## src/rtl/blit_seq_pkg.sv

```systemverilog
package blit_seq_pkg;
    localparam int ADDR_W = 21;
    typedef logic [ADDR_W-1:0] addr_t;

    typedef struct packed {
        addr_t      base;
        addr_t      xoff;
        logic [2:0] yidx;
    } chan_start_t;

    // X wrap mask from wrap code bits 2:0
    function automatic addr_t wrap_xmask(input logic [2:0] c);
        case (c)
            3'd0, 3'd1: return '0;
            3'd7:       return '1;
            default:    return addr_t'((32'd1 << c) - 32'd1);
        endcase
    endfunction

    function automatic int unsigned wrap_xshift(input logic [2:0] c);
        case (c)
            3'd0, 3'd1: return 0;
            3'd7:       return ADDR_W;
            default:    return int'(c);
        endcase
    endfunction

    // Row count from wrap code bits 6:4, 0 means no Y wrap
    function automatic logic [3:0] wrap_rows(input logic [2:0] c);
        return c[2] ? 4'd0 : (4'd1 << c[1:0]);
    endfunction

    // Launch-time alignment of a tiled plane
    function automatic chan_start_t tile_align(input addr_t a, input logic [7:0] w);
        chan_start_t o;
        addr_t       m;
        addr_t       b;
        logic [3:0]  r;
        logic [31:0] span;
        int unsigned sh;
        m      = wrap_xmask(w[2:0]);
        r      = wrap_rows(w[6:4]);
        sh     = wrap_xshift(w[2:0]);
        b      = a & ~m;
        o.xoff = a & m;
        o.base = b;
        o.yidx = '0;
        if (!w[7] && r != 4'd0) begin
            o.yidx = 3'((b >> sh) & addr_t'(r - 4'd1));
            span   = (32'(r) << sh) - 32'd1;
            o.base = b & ~addr_t'(span);
        end
        return o;
    endfunction
endpackage

```

## src/rtl/blit_fetch_chan.sv

```systemverilog
module blit_fetch_chan
    import blit_seq_pkg::*;
#(
    parameter int PITCH_W = 16
) (
    input  logic               clk,
    input  logic               rst,
    input  logic               load,
    input  chan_start_t        start_val,
    input  addr_t              reload_base,
    input  logic [7:0]         wrap,
    input  logic [PITCH_W-1:0] pitch,
    input  logic [1:0]         dir,
    input  logic               pix_adv,
    input  logic               row_adv,
    output addr_t              fetch_addr
);
    addr_t      base, xoff, xstart, reload_q, xmask, row_step;
    logic [2:0] yidx;
    logic [3:0] rows;
    logic [1:0] dir_q;
    logic       y_hit;

    assign row_step   = addr_t'(pitch_q) + addr_t'(1);
    assign y_hit      = (rows != 4'd0) && ({1'b0, yidx} + 4'd1 == rows);
    assign fetch_addr = dir_q[0] ? (base - xoff) : (base + xoff);

    logic [PITCH_W-1:0] pitch_q;

    always_ff @(posedge clk) begin
        if (rst) begin
            base <= '0; xoff <= '0; xstart <= '0; reload_q <= '0;
            xmask <= '0; yidx <= '0; rows <= '0; dir_q <= '0; pitch_q <= '0;
        end else if (load) begin
            base     <= start_val.base;
            xoff     <= start_val.xoff;
            xstart   <= start_val.xoff;
            yidx     <= start_val.yidx;
            reload_q <= reload_base;
            xmask    <= wrap_xmask(wrap[2:0]);
            rows     <= wrap_rows(wrap[6:4]);
            dir_q    <= dir;
            pitch_q  <= pitch;
        end else if (row_adv) begin
            xoff <= xstart;
            if (y_hit) begin
                yidx <= '0;
                base <= reload_q;
            end else begin
                yidx <= yidx + 3'd1;
                base <= dir_q[1] ? (base - row_step) : (base + row_step);
            end
        end else if (pix_adv) begin
            xoff <= (xoff + addr_t'(1)) & xmask;
        end
    end

    a_r3_xoff_in_mask: assert property (@(posedge clk) disable iff (rst)
        (xoff & ~xmask) == '0);
    a_r6_yidx_below_rows: assert property (@(posedge clk) disable iff (rst)
        rows != 4'd0 |-> {1'b0, yidx} < rows);
endmodule

```

## src/rtl/blit_dst_chan.sv

```systemverilog
module blit_dst_chan
    import blit_seq_pkg::*;
#(
    parameter int PITCH_W = 16
) (
    input  logic               clk,
    input  logic               rst,
    input  logic               load,
    input  addr_t              start_addr,
    input  logic [PITCH_W-1:0] pitch,
    input  logic [1:0]         dir,
    input  logic               pix_adv,
    input  logic               row_adv,
    output addr_t              wr_addr
);
    addr_t              cur, row_start, next_row;
    logic [PITCH_W-1:0] pitch_q;
    logic [1:0]         dir_q;

    assign next_row = dir_q[1] ? (row_start - (addr_t'(pitch_q) + addr_t'(1)))
                               : (row_start + (addr_t'(pitch_q) + addr_t'(1)));
    assign wr_addr  = cur;

    always_ff @(posedge clk) begin
        if (rst) begin
            cur <= '0; row_start <= '0; pitch_q <= '0; dir_q <= '0;
        end else if (load) begin
            cur       <= start_addr;
            row_start <= start_addr;
            pitch_q   <= pitch;
            dir_q     <= dir;
        end else if (row_adv) begin
            cur       <= next_row;
            row_start <= next_row;
        end else if (pix_adv) begin
            cur <= dir_q[0] ? (cur - addr_t'(1)) : (cur + addr_t'(1));
        end
    end

    a_r5_rowstart_moves_only_at_row_end: assert property (@(posedge clk) disable iff (rst)
        !load && !row_adv |=> $stable(row_start));
endmodule

```

## src/rtl/blit_run_ctrl.sv

```systemverilog
module blit_run_ctrl #(
    parameter int CNT_W = 16
) (
    input  logic             clk,
    input  logic             rst,
    input  logic             launch,
    input  logic [CNT_W-1:0] count_x,
    input  logic [CNT_W-1:0] count_y,
    input  logic [2:0]       routing,
    input  logic             step_req,
    input  logic [CNT_W-1:0] step_len,
    input  logic             mem_ack,
    output logic             addr_valid,
    output logic             pix_adv,
    output logic             row_adv,
    output logic             step_done,
    output logic             busy,
    output logic             src_screen
);
    logic [CNT_W-1:0] cnt_x, cnt_y, pos_x, pos_y, left;
    logic             running, cpu_fed, last_pix, run_stop;

    assign addr_valid = running;
    assign pix_adv    = running && mem_ack;
    assign row_adv    = pix_adv && (pos_x == cnt_x);
    assign last_pix   = row_adv && (pos_y == cnt_y);
    assign run_stop   = (left == CNT_W'(1)) || last_pix || (row_adv && cpu_fed);

    always_ff @(posedge clk) begin
        if (rst) begin
            cnt_x <= '0; cnt_y <= '0; pos_x <= '0; pos_y <= '0; left <= '0;
            running <= 1'b0; cpu_fed <= 1'b0; step_done <= 1'b0;
            busy <= 1'b0; src_screen <= 1'b0;
        end else if (launch) begin
            busy       <= 1'b1;
            src_screen <= (routing == 3'd0) || routing[2];
            cpu_fed    <= routing[1:0] != 2'd0;
            cnt_x      <= count_x;
            cnt_y      <= count_y;
            pos_x      <= '0;
            pos_y      <= '0;
            left       <= '0;
            running    <= 1'b0;
            step_done  <= 1'b0;
        end else begin
            step_done <= 1'b0;
            if (pix_adv) begin
                left  <= left - CNT_W'(1);
                pos_x <= row_adv ? '0 : pos_x + CNT_W'(1);
                if (row_adv) pos_y <= pos_y + CNT_W'(1);
                if (last_pix) busy <= 1'b0;
                if (run_stop) begin
                    running   <= 1'b0;
                    step_done <= 1'b1;
                end
            end else if (step_req && busy && !running) begin
                if (step_len == '0) begin
                    step_done <= 1'b1;
                end else begin
                    running <= 1'b1;
                    left    <= step_len;
                end
            end
        end
    end

    a_r12_valid_needs_busy: assert property (@(posedge clk) disable iff (rst)
        addr_valid |-> busy);
    a_r7_busy_falls_after_pixel: assert property (@(posedge clk) disable iff (rst)
        $fell(busy) |-> $past(addr_valid && mem_ack));
    a_r9_done_when_stopped: assert property (@(posedge clk) disable iff (rst)
        step_done |-> !addr_valid);
    a_r7_posx_in_range: assert property (@(posedge clk) disable iff (rst)
        busy |-> pos_x <= cnt_x);
    a_r8_cpu_pause_at_row_end: assert property (@(posedge clk) disable iff (rst)
        row_adv && cpu_fed |=> !addr_valid);
endmodule

```

## src/rtl/blit_addr_seq.sv

```systemverilog
module blit_addr_seq
    import blit_seq_pkg::*;
#(
    parameter int PITCH_W = 16,
    parameter int CNT_W   = 16
) (
    input  logic               clk,
    input  logic               rst,
    input  logic               launch,
    input  logic [ADDR_W-1:0]  pat_start,
    input  logic [ADDR_W-1:0]  src_start,
    input  logic [ADDR_W-1:0]  dst_start,
    input  logic [PITCH_W-1:0] pat_pitch,
    input  logic [PITCH_W-1:0] src_pitch,
    input  logic [PITCH_W-1:0] dst_pitch,
    input  logic [7:0]         pat_wrap,
    input  logic [7:0]         src_wrap,
    input  logic [1:0]         xy_dir,
    input  logic [CNT_W-1:0]   count_x,
    input  logic [CNT_W-1:0]   count_y,
    input  logic [2:0]         routing,
    input  logic               step_req,
    input  logic [CNT_W-1:0]   step_len,
    input  logic               mem_ack,
    output logic               addr_valid,
    output logic [ADDR_W-1:0]  pat_addr,
    output logic [ADDR_W-1:0]  src_addr,
    output logic [ADDR_W-1:0]  dst_addr,
    output logic               step_done,
    output logic               busy,
    output logic [7:0]         status
);
    logic        pix_adv, row_adv, src_screen;
    chan_start_t pat_init, src_init;

    assign pat_init = tile_align(pat_start, pat_wrap);
    assign src_init = '{base: src_start, xoff: '0, yidx: '0};
    assign status   = {4'b0000, src_screen, busy, 2'b00};

    blit_run_ctrl #(.CNT_W(CNT_W)) u_ctrl (
        .clk(clk), .rst(rst), .launch(launch), .count_x(count_x), .count_y(count_y),
        .routing(routing), .step_req(step_req), .step_len(step_len), .mem_ack(mem_ack),
        .addr_valid(addr_valid), .pix_adv(pix_adv), .row_adv(row_adv),
        .step_done(step_done), .busy(busy), .src_screen(src_screen)
    );

    blit_fetch_chan #(.PITCH_W(PITCH_W)) u_pat (
        .clk(clk), .rst(rst), .load(launch), .start_val(pat_init),
        .reload_base(pat_init.base), .wrap(pat_wrap), .pitch(pat_pitch), .dir(xy_dir),
        .pix_adv(pix_adv), .row_adv(row_adv), .fetch_addr(pat_addr)
    );

    blit_fetch_chan #(.PITCH_W(PITCH_W)) u_src (
        .clk(clk), .rst(rst), .load(launch), .start_val(src_init),
        .reload_base(src_start), .wrap(src_wrap), .pitch(src_pitch), .dir(xy_dir),
        .pix_adv(pix_adv), .row_adv(row_adv), .fetch_addr(src_addr)
    );

    blit_dst_chan #(.PITCH_W(PITCH_W)) u_dst (
        .clk(clk), .rst(rst), .load(launch), .start_addr(dst_start), .pitch(dst_pitch),
        .dir(xy_dir), .pix_adv(pix_adv), .row_adv(row_adv), .wr_addr(dst_addr)
    );

    a_r12_hold_without_ack: assert property (@(posedge clk) disable iff (rst)
        addr_valid && !mem_ack && !launch |=>
            $stable(pat_addr) && $stable(src_addr) && $stable(dst_addr));
    a_r11_status_spare_bits_zero: assert property (@(posedge clk) disable iff (rst)
        status[7:4] == 4'd0 && status[1:0] == 2'd0);
endmodule

```

## config.mk

```make
export PLATFORM = sky130hd
export DESIGN_NAME = blit_addr_seq
export DESIGN_NICKNAME = d
export VERILOG_FILES = /design/src/rtl/blit_seq_pkg.sv /design/src/rtl/blit_fetch_chan.sv /design/src/rtl/blit_dst_chan.sv /design/src/rtl/blit_run_ctrl.sv /design/src/rtl/blit_addr_seq.sv
export SDC_FILE = /design/constraint.sdc
export NUM_CORES = 1
export LEC_CHECK = 0
export BUFFER_PORTS_ARGS = -buffer_cell sky130_fd_sc_hd__buf_2
export CAP_MARGIN = 40
export CORE_ASPECT_RATIO = 1.25
export CORE_UTILIZATION = 25
export DETAILED_ROUTE_END_ITERATION = 8
export PLACE_DENSITY_LB_ADDON = 0.25
export SLEW_MARGIN = 15
export SYNTH_ARGS = -nofsm -noshare
export SYNTH_HDL_FRONTEND = slang
export SYNTH_HIERARCHICAL = 1
export SYNTH_SLANG_ARGS = --single-unit
```

## constraint.sdc

```tcl
create_clock -name clk -period 5 [get_ports clk]
set_input_delay 0.25 -clock clk [delete_from_list [all_inputs] [get_ports clk]]
set_output_delay 0.25 -clock clk [all_outputs]
set_load 0.005 [all_outputs]
```

==> reports/results.ini <==
[logic_synthesis]
synth_compound_area_share_pct=21.6
synthesis.area_sq_mm=0.0275
ys_types=102
yosys.area_share.simple_pct=23.1
synth_top_family_by_area=simple AND/OR/NAND/NOR gates
async_flop_share_pct=0
synth.ff_latch_count=391
syn_avg_cell_area_sq_um=7.80
yosysSeqAreaShare_pct=28.5
synth_edf_count=0
synthFlopType=dfxtp_1
synth.area.mux_share_pct=6.52
yosysWarningCount=6
synth-xor-area-share_pct=8.75
synthAdderAreaFrac_pct=6.62
syn-instance-count=3528

[global_route]
grt_pass1_wl_um=136000
gr-total-overflow=0
grt_pass1_vias=24700
grt_max_degree=147
grtUsageTotal_pct=15.1
antenna_found_initial=5

[routing]
dr_total_vias=25800
viasPerCell=4.85
route.detailed.drc=0
ant_nets=0
wl_um=87300
first_pass_iters=7
route.detailed.wl_per_inst_um=16.5
drtIter0Drc=1251

[finish]
fin_util_pct=30.7
syn_to_final_growth_pct=21.4
stdcell_count=5308
nNetsFinal=4158
drive_gt1_share_pct=12.3
fillers=11800

[sta]
tightest_slew_ns=0.914
slew_headroom_pct=37.5
timing.setup.tns_ns=0
fmax_ghz=0.209
drv_slew=0
fin_crit_sh_pct=95.5
fin_crit_ns=4.78
hold_viol_final=0
rsz0062_at_grt=no
hold_ws_ns=0.0549
skew_ns=0.0262
setup_violations=0

[min_path]
hold_depth=2
hp-class=input pin to flop
holdPathEnd=u_src/reload_q[14]
hold_start=rst

[placement]
io_buffers=249
hpwl_um=63500
dp_cells=5075
routabilityCongestion=0.824

[cts]
clock_path_buffers=3
cts_made_buffers=48
cts_setup_buffers=0
h-tree-depth=2
root_buffer=clkbuf_16
insertion_delay_ns=0.60
path_clk_slew_ns=0.06
clock-sinks=391
cts_tree=built

[worst_setup_path]
end_kind=primary output
cp_slowest_stage_delay_ns=0.77
rrSetupSlack_ns=0.47
worstSetupPathType=flop to primary output
cp.required_ns=4.75
worstPathMaxFanout=8
reg2reg_depth=18
cp_slowest_cell=a2111oi_0
r2r_start=u_dst/pitch_q[0]
cp_top_family=simple AND/OR/NAND/NOR gates
crit_chain=or4_1, nor4_4, and3_1, and2_1, a21oi_1, xnor2_1, ha_1, nand4_1, a2111oi_0, o21ai_0, o311ai_2, buf_2
critPathBufInv=1
arrival_ns=4.53
r2r-end=u_dst/row_start[20]
startpoint_type=flop

[power_and_ir_drop]
p_leak_uw=0.0135
total_power_uw=9570
power_density_mw_per_mm2=287
peakVddDrop_uv=242

[die]
design.die.area_sq_mm=0.111
initial_core_util_pct=25.3
dieWidth_um=299
row_count=135
pin_count=259
core_sq_mm=0.109
chipHeight_um=373

[outcome]
status=complete, no violations

[flow_run]
maxCapViolCount=0

## area by class of cell
class	count	area, sq um	area share (%)
Antenna cell	1	2.50	0.00750
Clock buffer	62	1320	3.94
Clock inverter	26	375	1.12
Inverter	107	402	1.20
Multi-Input combinational cell	2841	18500	55.5
Sequential cell	391	7830	23.4
Tap cell	1438	1800	5.39
Timing Repair Buffer	442	3140	9.40
## cells by family (layout without fill, tap and decap cells)
logic type               count (synthesis)  count (layout)
AND/OR/NAND/NOR                       1310            1310
multiplexers                           179             179
XOR/XNOR                               273             273
buffers and inverters                  336             637
adder cells (fa/ha/maj)                142             142
AO/OA/AOI/OAI                          896             896
other                                    1              42
flip-flops                             391             391
## Yosys cell counts (all sizes together), types with 23 or more instances
master  number  area (sq um)
nand3      105           531
inv        107           402
nor3        90           465
and3        37           236
ha         136          1700
o21ai      142           714
a21oi      291          1460
and2        38           238
xor2        83           734
o31ai       23           173
buf         70           379
nand4       39           302
nand2      269          1010
nand2b      83           519
a31oi       51           325
a311oi      25           219
a211oi      64           495
mux2i      177          1770
xnor2      190          1670
a221oi      25           219
nor2b       26           163
nor2       489          1840
a21o        55           420
nor4        33           312
o21a        29           218
or2         25           156
clkbuf     159           597
dfxtp      391          7830
or3         27           169
## where the power goes
| part | switching [uW] | internal (uW) |
|---|---|---|
| Combinational | 1280 | 1040 |
| Sequential | 172 | 3270 |
| Clock | 1530 | 2280 |
## through the flow
step                instance area [sq um]  setup WS [ns]
finish                              33400          0.224
global route                        33400         0.0195
CTS                                 33300         0.0587
detailed placement                  30200          0.388
global placement                    30200          0.474
floorplan                           27700          0.892
## repair_timing
action / 4_1_cts / 5_1_grt
pin swaps: 0 / 0
setup endpoints to repair: 1 / 8
hold buffers: 144 / 0
hold endpoints to repair: 164 / 0
gates resized for setup: 1 / 13
## flip-flops by register name, summed over array words and instances (netlist names), 16 cells and up
register,cells
u_pat/reload_q,21
u_dst/wr_addr,21
u_pat/pitch_q,16
u_src/reload_q,21
u_ctrl/left,16
u_src/pitch_q,16
u_pat/xstart,21
u_dst/row_start,21
u_ctrl/cnt_x,16
u_src/xstart,21
u_pat/xoff,21
u_src/xoff,21
u_src/base,21
u_ctrl/cnt_y,16
u_dst/pitch_q,16
u_ctrl/pos_x,16
u_pat/base,21
u_ctrl/pos_y,16
## worst max-delay path by stage
stage | from | to | slack (ns) | cells past startpoint
floorplan | u_dst/pitch_q[0] | u_dst/wr_addr[20] | 0.89 | 19
global placement | u_dst/pitch_q[0] | u_dst/wr_addr[19] | 0.47 | 18
detailed placement | u_dst/pitch_q[0] | u_dst/wr_addr[20] | 0.39 | 18
CTS | u_src/xoff[3] | src_addr[19] | 0.06 | 12
global route | u_pat/xoff[3] | pat_addr[20] | 0.02 | 15
finish | u_src/xoff[3] | src_addr[19] | 0.22 | 12
## layout by cell type, fill, tap and decap left out, types with 19 or more instances in the layout
| master | Yosys | routed |
|---|---|---|
| nand2b_1 | 83 | 83 |
| mux2i_1 | 177 | 177 |
| or2_2 | 24 | 24 |
| a21oi_1 | 291 | 288 |
| nor2b_1 | 26 | 26 |
| a211oi_1 | 61 | 60 |
| dlygate4sd3_1 | 0 | 144 |
| buf_2 | 33 | 247 |
| ha_1 | 136 | 136 |
| nand3_1 | 104 | 104 |
| xor2_1 | 82 | 82 |
| dfxtp_1 | 391 | 391 |
| nor4_1 | 19 | 19 |
| a31oi_1 | 50 | 50 |
| or3_1 | 27 | 27 |
| o21a_1 | 29 | 29 |
| and3_1 | 36 | 36 |
| nand4_1 | 34 | 34 |
| xnor2_1 | 189 | 189 |
| a21o_1 | 54 | 54 |
| clkbuf_16 | 0 | 49 |
| conb_1 | 1 | 41 |
| and2_1 | 38 | 36 |
| o21ai_0 | 132 | 132 |
| o31ai_1 | 23 | 23 |
| a221oi_1 | 25 | 25 |
| nand2_1 | 268 | 268 |
| buf_4 | 12 | 44 |
| nor3_1 | 87 | 86 |
| a311oi_1 | 25 | 25 |
| inv_1 | 105 | 105 |
| a22oi_1 | 20 | 20 |
| nor2_1 | 489 | 488 |
## per-layer routing
| metal | track usage [%] | vias up | wire length, um | part of all wire, % |
|---|---|---|---|---|
| met5 | 0 | - | 27 | 0.031 |
| met4 | 4.77 | 4 | 2490 | 2.9 |
| met3 | 1.73 | 130 | 2880 | 3.3 |
| met2 | 27.0 | 467 | 42900 | 49 |
| met1 | 18.7 | 12000 | 39100 | 45 |
| li1 | - | 13200 | - | - |
Power figures use the tool's default switching activity.
